### src/rtl/spi_cfg_pkg.sv
package spi_cfg_pkg;
  localparam int ADDR_W   = 6;
  localparam int DATA_W   = 8;
  localparam int NUM_REGS = 1 << ADDR_W;
  localparam int FRAME_W  = 2 * DATA_W;
  localparam int CNT_W    = $clog2(FRAME_W);

  typedef logic [ADDR_W-1:0] addr_t;
  typedef logic [DATA_W-1:0] byte_t;

  localparam addr_t RB_ADDR = 6'h3A;
  localparam int    RB_BIT  = 3;
  localparam addr_t WIDE_HI = 6'h10;
  localparam addr_t WIDE_LO = WIDE_HI + 6'd1;
  localparam logic [2*DATA_W-1:0] WIDE_DEFAULT = 16'h0123;
endpackage

### src/rtl/spi_cfg_sync.sv
module spi_cfg_sync #(
  parameter int WIDTH  = 3,
  parameter int STAGES = 2,
  parameter logic [WIDTH-1:0] RST_VAL = '0
) (
  input  logic             clk,
  input  logic             rst_n,
  input  logic [WIDTH-1:0] d,
  output logic [WIDTH-1:0] q
);
  for (genvar g = 0; g < WIDTH; g++) begin : g_bit
    logic [STAGES-1:0] ff_q;
    logic [STAGES-1:0] ff_d;
    always_comb ff_d = {ff_q[STAGES-2:0], d[g]};
    always_ff @(posedge clk or negedge rst_n) begin
      if (!rst_n) ff_q <= {STAGES{RST_VAL[g]}};
      else        ff_q <= ff_d;
    end
    assign q[g] = ff_q[STAGES-1];
  end
endmodule

### src/rtl/spi_cfg_frame.sv
module spi_cfg_frame
  import spi_cfg_pkg::*;
(
  input  logic  clk,
  input  logic  rst_n,
  input  logic  cs_s,
  input  logic  sck_s,
  input  logic  mosi_s,
  input  logic  rb_en,
  input  byte_t rd_data,
  output addr_t rd_addr,
  output logic  wr_en,
  output addr_t wr_addr,
  output byte_t wr_data,
  output logic  miso,
  output logic  oe
);
  localparam logic [CNT_W-1:0] HDR_LAST  = CNT_W'(DATA_W - 1);
  localparam logic [CNT_W-1:0] BYTE_LAST = CNT_W'(FRAME_W - 1);
  localparam logic [CNT_W-1:0] BYTE_FIRST = CNT_W'(DATA_W);

  logic             sck_q;
  logic [CNT_W-1:0] cnt_q, cnt_d;
  logic [DATA_W-2:0] sh_q, sh_d;
  logic             rnw_q, rnw_d;
  addr_t            addr_q, addr_d;
  logic             act_q, act_d;
  logic             stall_q, stall_d;
  byte_t            osr_q, osr_d;
  logic             miso_q, miso_d;
  logic             wr_q, wr_d;
  addr_t            wa_q, wa_d;
  byte_t            wd_q, wd_d;
  logic             rise, fall;

  assign rise    = sck_s & ~sck_q;
  assign fall    = ~sck_s & sck_q;
  assign rd_addr = sh_q[ADDR_W-1:0];

  always_comb begin
    cnt_d   = cnt_q;
    sh_d    = sh_q;
    rnw_d   = rnw_q;
    addr_d  = addr_q;
    act_d   = act_q;
    stall_d = stall_q;
    osr_d   = osr_q;
    miso_d  = miso_q;
    wr_d    = 1'b0;
    wa_d    = wa_q;
    wd_d    = wd_q;
    if (cs_s) begin
      cnt_d   = '0;
      act_d   = 1'b0;
      stall_d = 1'b0;
      miso_d  = 1'b0;
    end else if (rise && !stall_q) begin
      sh_d  = {sh_q[DATA_W-3:0], mosi_s};
      cnt_d = cnt_q + 1'b1;
      if (cnt_q == HDR_LAST) begin
        // sh_q holds direction bit and address; the bit now on mosi is spare
        rnw_d  = sh_q[DATA_W-2];
        addr_d = sh_q[ADDR_W-1:0];
        if (sh_q[DATA_W-2]) begin
          if (rb_en) begin
            act_d = 1'b1;
            osr_d = rd_data;
          end else begin
            stall_d = 1'b1;
          end
        end
      end
      if (cnt_q == BYTE_LAST) begin
        if (!rnw_q) begin
          wr_d   = 1'b1;
          wa_d   = addr_q;
          wd_d   = {sh_q, mosi_s};
          addr_d = addr_q + 1'b1;
          cnt_d  = BYTE_FIRST;
        end else begin
          act_d   = 1'b0;
          stall_d = 1'b1;
          miso_d  = 1'b0;
        end
      end
    end else if (fall && act_q) begin
      miso_d = osr_q[DATA_W-1];
      osr_d  = {osr_q[DATA_W-2:0], 1'b0};
    end
  end

  always_ff @(posedge clk or negedge rst_n) begin
    if (!rst_n) begin
      sck_q   <= 1'b0;
      cnt_q   <= '0;
      sh_q    <= '0;
      rnw_q   <= 1'b0;
      addr_q  <= '0;
      act_q   <= 1'b0;
      stall_q <= 1'b0;
      osr_q   <= '0;
      miso_q  <= 1'b0;
      wr_q    <= 1'b0;
      wa_q    <= '0;
      wd_q    <= '0;
    end else begin
      sck_q   <= sck_s;
      cnt_q   <= cnt_d;
      sh_q    <= sh_d;
      rnw_q   <= rnw_d;
      addr_q  <= addr_d;
      act_q   <= act_d;
      stall_q <= stall_d;
      osr_q   <= osr_d;
      miso_q  <= miso_d;
      wr_q    <= wr_d;
      wa_q    <= wa_d;
      wd_q    <= wd_d;
    end
  end

  assign wr_en   = wr_q;
  assign wr_addr = wa_q;
  assign wr_data = wd_q;
  assign miso    = miso_q;
  assign oe      = act_q;
endmodule

### src/rtl/spi_cfg_regbank.sv
module spi_cfg_regbank
  import spi_cfg_pkg::*;
(
  input  logic  clk,
  input  logic  rst_n,
  input  logic  wr_en,
  input  addr_t wr_addr,
  input  byte_t wr_data,
  input  addr_t rd_addr,
  output byte_t rd_data,
  output logic [2*DATA_W-1:0] wide,
  output logic  rb_en
);
  byte_t bank_q [NUM_REGS];
  byte_t shadow_q, shadow_d;
  logic [2*DATA_W-1:0] wide_q, wide_d;

  for (genvar g = 0; g < NUM_REGS; g++) begin : g_reg
    logic  hit;
    byte_t nxt;
    assign hit = wr_en && (wr_addr == addr_t'(g)) &&
                 (addr_t'(g) != WIDE_HI) && (addr_t'(g) != WIDE_LO);
    always_comb nxt = hit ? wr_data : bank_q[g];
    always_ff @(posedge clk or negedge rst_n) begin
      if (!rst_n) bank_q[g] <= '0;
      else        bank_q[g] <= nxt;
    end
  end

  always_comb begin
    shadow_d = shadow_q;
    wide_d   = wide_q;
    if (wr_en && wr_addr == WIDE_HI) shadow_d = wr_data;
    if (wr_en && wr_addr == WIDE_LO) wide_d   = {shadow_q, wr_data};
  end

  always_ff @(posedge clk or negedge rst_n) begin
    if (!rst_n) begin
      shadow_q <= WIDE_DEFAULT[2*DATA_W-1:DATA_W];
      wide_q   <= WIDE_DEFAULT;
    end else begin
      shadow_q <= shadow_d;
      wide_q   <= wide_d;
    end
  end

  always_comb begin
    if (rd_addr == WIDE_HI)      rd_data = wide_q[2*DATA_W-1:DATA_W];
    else if (rd_addr == WIDE_LO) rd_data = wide_q[DATA_W-1:0];
    else                         rd_data = bank_q[rd_addr];
  end

  assign wide  = wide_q;
  assign rb_en = bank_q[RB_ADDR][RB_BIT];
endmodule

### src/rtl/spi_cfg_port.sv
module spi_cfg_port
  import spi_cfg_pkg::*;
(
  input  logic        clk,
  input  logic        rst_n,
  input  logic        spi_cs_n,
  input  logic        spi_sck,
  input  logic        spi_mosi,
  output logic        spi_miso,
  output logic        spi_miso_oe,
  output logic [15:0] cfg_wide,
  output logic        cfg_readback_en
);
  logic [1:0] rst_ff_q;
  logic       rst_s;
  logic       cs_s, sck_s, mosi_s;
  logic       rb_en, wr_en;
  addr_t      wr_addr, rd_addr;
  byte_t      wr_data, rd_data;

  always_ff @(posedge clk or negedge rst_n) begin
    if (!rst_n) rst_ff_q <= 2'b00;
    else        rst_ff_q <= {rst_ff_q[0], 1'b1};
  end
  assign rst_s = rst_ff_q[1];

  spi_cfg_sync #(.WIDTH(3), .STAGES(2), .RST_VAL(3'b100)) u_sync (
    .clk(clk), .rst_n(rst_s),
    .d({spi_cs_n, spi_sck, spi_mosi}),
    .q({cs_s, sck_s, mosi_s})
  );

  spi_cfg_frame u_frame (
    .clk(clk), .rst_n(rst_s), .cs_s(cs_s), .sck_s(sck_s), .mosi_s(mosi_s),
    .rb_en(rb_en), .rd_data(rd_data), .rd_addr(rd_addr),
    .wr_en(wr_en), .wr_addr(wr_addr), .wr_data(wr_data),
    .miso(spi_miso), .oe(spi_miso_oe)
  );

  spi_cfg_regbank u_bank (
    .clk(clk), .rst_n(rst_s), .wr_en(wr_en), .wr_addr(wr_addr),
    .wr_data(wr_data), .rd_addr(rd_addr), .rd_data(rd_data),
    .wide(cfg_wide), .rb_en(rb_en)
  );

  assign cfg_readback_en = rb_en;
endmodule

### config.mk
export PLATFORM = sky130hd
export DESIGN_NAME = spi_cfg_port
export DESIGN_NICKNAME = d
export VERILOG_FILES = /design/src/rtl/spi_cfg_pkg.sv /design/src/rtl/spi_cfg_sync.sv /design/src/rtl/spi_cfg_frame.sv /design/src/rtl/spi_cfg_regbank.sv /design/src/rtl/spi_cfg_port.sv
export SDC_FILE = /design/constraint.sdc
export NUM_CORES = 1
export LEC_CHECK = 0
export CELL_PAD_IN_SITES_DETAIL_PLACEMENT = 0
export CELL_PAD_IN_SITES_GLOBAL_PLACEMENT = 1
export CORE_MARGIN = 3
export CORE_UTILIZATION = 50
export DETAILED_ROUTE_END_ITERATION = 12
export PLACE_DENSITY_LB_ADDON = 0.1
export SETUP_SLACK_MARGIN = 0.15
export SLEW_MARGIN = 0
export SYNTH_ARGS = -nofsm -noshare
export SYNTH_HDL_FRONTEND = slang
export SYNTH_HIERARCHICAL = 1
export SYNTH_SLANG_ARGS = --single-unit
### constraint.sdc
create_clock -name clk -period 22 [get_ports clk]
set_input_delay 2.2 -clock clk [delete_from_list [all_inputs] [get_ports clk]]
set_output_delay 2.2 -clock clk [all_outputs]
set_load 0.02 [all_outputs]
Word-level counts from Yosys, hierarchy flattened
Index checks and enable logic that the tools add are counted.
{"block": "op_classes", "n_addsub": 2, "multipliers": 0, "div_mod_pow": 0, "n_lt_le_gt_ge": 1, "eq_ne": 72, "shift": 0, "muxes": 40, "bitwise_logic": 7, "reduce_logical": 76}
{"cell": "$eq A6 B6 Y1 const B", "count": 32}
{"cell": "$eq A6 B5 Y1 const B", "count": 18}
{"cell": "$mux W8", "count": 9}
{"cell": "$logic_and A1 B1 Y1", "count": 66}
{"cell": "$bmux W8 S6", "count": 1}
{"cell": "$eq A6 B4 Y1 const B", "count": 8}
{"cell": "$eq A6 B3 Y1 const B", "count": 4}
{"cell": "$mux W1", "count": 23}
{"cell": "$mux W6", "count": 3}
{"cell": "$mux W4", "count": 4}
{"cell": "$eq A6 B2 Y1 const B", "count": 2}
{"cell": "$ge A7 B7 Y1 const B", "count": 1}
{"cell": "$not A6 Y7", "count": 1}
{"cell": "$add A6 B1 Y6 const B", "count": 1}
{"cell": "$eq A6 B1 Y1 const B", "count": 1}
{"cell": "$logic_not A6 Y1", "count": 1}
{"cell": "$reduce_and A3 Y1", "count": 2}
{"cell": "$reduce_and A5 Y1", "count": 1}
{"cell": "$add A4 B1 Y4 const B", "count": 1}
{"cell": "$eq A4 B3 Y1 const B", "count": 1}
{"cell": "$eq A4 B4 Y1 const B", "count": 1}
{"cell": "$ne A2 B2 Y1 const B", "count": 2}
{"cell": "$not A1 Y1", "count": 4}
{"cell": "$reduce_and A4 Y1", "count": 1}
{"cell": "other kinds (8)", "count": 10}
{"block": "totals", "reg_bits": 573, "latchBits": 0, "mem_bits_rw": 0, "romBits": 0, "in_bits": 5, "out_inout_bits": 19, "n_memories": 0}

Depth between registers and ports, before layout
{"block": "logic_depth", "ltp_word": 10, "mapped_depth": 12, "mapped_depth_nobuf": 7}

Modules after synthesis
The synthesis kept the hierarchy.
{"module": "spi_cfg_regbank", "n_inst": 1, "cells_each": 1565, "area_each_um2": 24003.0, "seq_area_each_um2": 13018.7}
{"module": "spi_cfg_frame", "n_inst": 1, "cells_each": 182, "area_each_um2": 2058.2, "seq_area_each_um2": 1126.1}
{"module": "spi_cfg_sync", "n_inst": 1, "cells_each": 9, "area_each_um2": 175.2, "seq_area_each_um2": 152.6}
{"module": "spi_cfg_port", "n_inst": 1, "cells_each": 3, "area_each_um2": 53.8, "seq_area_each_um2": 50.0}

Worst setup path before layout
Ideal clock, no wire load.
{"block": "synth_timing", "path_kind": "reg-to-output", "startpoint": "register u_bank.wide_q[5] (netlist: u_bank/wide[5])", "endpoint": "output cfg_wide[5]", "arrival_time_ps": 569, "required_time_ps": 19800, "path_slack_ps": 19231, "stages_incl_launch_ff": 1, "path_cell_list": "dfstp_2"}
{"item": "start, declared", "line_no": "spi_cfg_regbank.sv:16", "text": "logic [2*DATA_W-1:0] wide_q, wide_d;"}
{"item": "start signal, assigned", "line_no": "spi_cfg_regbank.sv:43", "text": "wide_q <= wide_d;"}
{"item": "end, declared", "line_no": "spi_cfg_port.sv:11", "text": "output logic [15:0] cfg_wide,"}
No word-level cell between the ends.

Worst setup path in the final report
{"block": "layout_timing", "startpoint": "register u_frame.sh_q[1]", "endpoint": "register u_frame.osr_q[6]"}
{"block": "layout_between", "elab_chain_cells": 10, "elab_cells_between_ends": 12, "cone_classes": "eq/ne (2); mux (9); bitwise (1)"}
{"item": "start, declared", "line_no": "spi_cfg_frame.sv:24", "text": "logic [DATA_W-2:0] sh_q, sh_d;"}
{"item": "start signal, assigned", "line_no": "spi_cfg_frame.sv:96", "text": "sh_q <= '0;"}
{"item": "start signal, assigned", "line_no": "spi_cfg_frame.sv:109", "text": "sh_q <= sh_d;"}
{"item": "$not A6 Y7 (not written as such)", "line_no": "spi_cfg_regbank.sv:50", "text": "else rd_data = bank_q[rd_addr];"}
{"item": "$bmux W8 S6", "line_no": "spi_cfg_regbank.sv:50"}
{"item": "$mux W8 (not written as such) (2 in series)", "line_no": "spi_cfg_regbank.sv:50"}
{"item": "$mux W8", "line_no": "spi_cfg_regbank.sv:49", "text": "else if (rd_addr == WIDE_LO) rd_data = wide_q[DATA_W-1:0];"}
{"item": "$mux W8 *", "line_no": "spi_cfg_regbank.sv:48", "text": "if (rd_addr == WIDE_HI) rd_data = wide_q[2*DATA_W-1:DATA_W];"}
{"item": "named net rd_data[6]", "line_no": "spi_cfg_port.sv:19", "text": "byte_t wr_data, rd_data;"}
{"item": "$mux W8 *", "line_no": "spi_cfg_frame.sv:65", "text": "if (rb_en) begin"}
{"item": "$mux W8 *", "line_no": "spi_cfg_frame.sv:64", "text": "if (sh_q[DATA_W-2]) begin"}
{"item": "$mux W8 *", "line_no": "spi_cfg_frame.sv:60", "text": "if (cnt_q == HDR_LAST) begin"}
{"item": "$mux W8 *", "line_no": "spi_cfg_frame.sv:57", "text": "end else if (rise && !stall_q) begin"}
{"item": "end signal, assigned", "line_no": "spi_cfg_frame.sv:114", "text": "osr_q <= osr_d;"}
{"item": "end, declared", "line_no": "spi_cfg_frame.sv:29", "text": "byte_t osr_q, osr_d;"}
The timed path passes the listed nets; every way through them passes the cells marked *. The select of a mux whose other input is x is not followed.
A chain may end at the register's enable or synchronous reset.

==> results.toml <==
[cts]
cts_hold_buf = 0
post_cts_buffers = 0
clockBufferDepth = 3
numCtsBuffers = 61
ctsResizeCount = 0
clkSinkCount = 573
cts-root-buf = "clkbuf_16"
htreeDepth = 2
clock_latency_ns = 0.62
cts.clk_slew.worst_paths_ns = 0.06
cts_tree = "built"

[logic_synthesis]
yosys.area.top_type = "dfrtp_1"
synth-seq-cells = 573
synthMostInstantiatedCell = "dfrtp_1"
synth_common_cells = "566 x dfrtp_1, 558 x mux2_2, 113 x mux4_2"
synth-edff-count = 0
synth_top_area_share_pct = 53.9
async_flop_share_pct = 100
avgSynthCellArea_um2 = 14.9
synthFlopType = "dfrtp_1"
synth.area.top_cells = "dfrtp_1 54%, mux2_2 24%, mux4_2 9.7%"
syn_inst = 1759
ys_types = 66
ys_seq_area_share_pct = 54.6
yosysWarnings = 6
synth.cell_area_um2 = 26300
synth_nets = 1766

[critical_path]
cp-start-kind = "flop"
required_ns = 22.45
cp_max_fo = 47
cp.arrival_ns = 4.50
end_kind = "flop"
critPathKind = "reg2reg"

[global_routing]
first_global_vias = 15700
grt_max_degree = 183
overflow = 0
grt_first_pass_wirelength_um = 103000
antenna_found_initial = 2
grt_usage_pct = 24.3

[placement]
gp_congestion = 0.855
post-dp-hpwl_um = 42100
port_buffers = 23
dp_cells = 2353

[drt]
drtIter0Drc = 1079
via_per_inst = 6.13
vias = 15100
drc_errors = 0
drt_pass1_iterations = 5
antenna_left = 0
wl_um = 66900
wl_per_cell_um = 27.1

[timing]
tightest_slew_ns = 1.11
final_max_slew_viol_count = 0
fmax_mhz = 247
setup_viol_count_final = 0
grt_setup_unrepaired = "no"
fin_crit_ns = 4.05
period_share_pct = 18.4
hold_viol_final = 0
whs_ns = 0.351
relSlewSlack_pct = 25.3
finalSetupTns_ns = 0
finalClockSkew_ns = 0.0201

[die]
pin_count = 24
core-area_um2 = 51700
dieWidth_um = 235
initial_utilization_pct = 50.8
die_height_um = 235
placementRows = 83
die-area_um2 = 55400

[power_and_ir_drop]
peakVddDrop_uv = 61.3
seqPwrFrac_pct = 45.4
comb_power_share_pct = 11.4
power_leakage_nw = 13.7
p_sw_uw = 629
powerDensity_nw_per_um2 = 82.8
intPower_mw = 1.77
netSwitchingFraction_pct = 26.2
clkPwrFrac_pct = 43.3

[worst_hold_path]
hp-class = "reg2reg"

[finish]
layout.cells.non_filler = 2466
final_util_pct = 56.0
area_growth_pct = 10.2
fillers = 4139
antenna_cells = 0
drive_gt1_share_pct = 47.7
fin_nets = 1743

[outcome]
status = "finished clean"

[run]
cap_violations = 0
-- per-stage QoR --
step                total power [mW]  worst slack, ns  instance area [um2]
CTS                             2.43            17.94                29000
detailed placement              1.38            17.95                26900
floorplan                       1.30             4.86                26300
global placement                1.38            17.93                26900
finish                          2.40            17.95                29000
global route                    2.48            17.67                29000
-- critical path, cell delays in order (launching register included) --
cell and delay (ns):
dfrtp_4 0.74, buf_4 0.60, buf_4 0.74, mux4_2 0.60
mux4_2 0.52, o2111ai_1 0.25, o21ai_0 0.12, nand2_1 0.09
a41oi_1 0.11
-- worst paths after layout --
check	start	end	slack, ns	cells after the start
max	u_frame/sh_q[1]	u_frame/osr_q[6]	17.95	8
min	u_sync/g_bit[1].ff_q[0]	u_sync/g_bit[1].ff_q[1]	0.35	0
max reg2reg	u_frame/sh_q[1]	u_frame/osr_q[6]	17.95	8
min reg2reg	u_sync/g_bit[1].ff_q[0]	u_sync/g_bit[1].ff_q[1]	0.35	0
max in group asynchronous	rst_ff_q[1]	u_bank/bank_q[356]	18.24	3
min in group asynchronous	rst_ff_q[1]	u_bank/bank_q[202]	0.46	0
-- registers in the layout (all words and copies together) (netlist names), 2 cells and up --
register	flops
u_frame/wr_addr	6
u_frame/wr_data	8
u_frame/osr_q	8
u_bank/wide	16
u_bank/bank_q	495
u_frame/sh_q	7
u_frame/addr_q	6
rst_ff_q	2
u_bank/shadow_q	8
u_sync/g_bit.ff_q	6
u_frame/cnt_q	4
-- power groups by stage --
stage	registers, mW	logic, mW	clock network [mW]
finish	1.09	0.273	1.04
global route	1.09	0.286	1.11
CTS	1.09	0.272	1.07
detailed placement	1.11	0.272	0
global placement	1.11	0.274	0
floorplan	1.10	0.202	0
-- kinds of logic after synthesis --
family                     after synthesis  synth area share, %
adders and majority gates                2               0.0952
DFF                                    573                 54.6
and+or+nand+nor                        215                 4.36
xor gates and xnor gates                 1               0.0333
muxes                                  721                 35.5
other                                    1               0.0143
buffers and inverters                  138                 2.65
AOI/OAI and AO/OA                      108                 2.75
-- routing by layer --
metal / GRT usage (%) / up-vias / wire [um]
met5: 0 / - / 0
met3: 3.58 / 92 / 3070
met2: 37.1 / 341 / 30800
met4: 7.56 / 0 / 1880
li1: - / 6478 / -
met1: 36.4 / 8213 / 31200
-- cells in the final DEF, fill, tap and decap left out, types with 5 or more instances in the layout --
cell             count
nor3_1              14
a211oi_1             9
o22ai_1             17
nand3_1             14
o21ai_0             18
mux2_2             558
and3_1               5
clkbuf_16           63
dfstp_2              7
clkbuf_1            12
clkbuf_8            15
buf_4               25
nor2_1              21
a41oi_1              7
mux4_2             113
dfrtp_1            554
nor2_2              18
nand3b_1             5
nand2b_1            11
clkinv_2            17
dfrtp_2              8
clkdlybuf4s50_1     23
nand2_1             73
nor2b_1             12
a21oi_1             22
mux2i_1             45
a22oi_1             13
nor4_1               9
-- cell type report --
| cell class | count | area [um2] | share of cell area (%) |
|---|---|---|---|
| Tap cell | 680 | 851 | 2.94 |
| Inverter | 2 | 7.51 | 0.0259 |
| Clock buffer | 90 | 1830 | 6.31 |
| Timing Repair Buffer | 50 | 458 | 1.58 |
| Multi-Input combinational cell | 1048 | 11200 | 38.8 |
| Sequential cell | 573 | 14400 | 49.6 |
| Clock inverter | 23 | 221 | 0.764 |
Note: power is estimated with default switching activity, not from simulation.
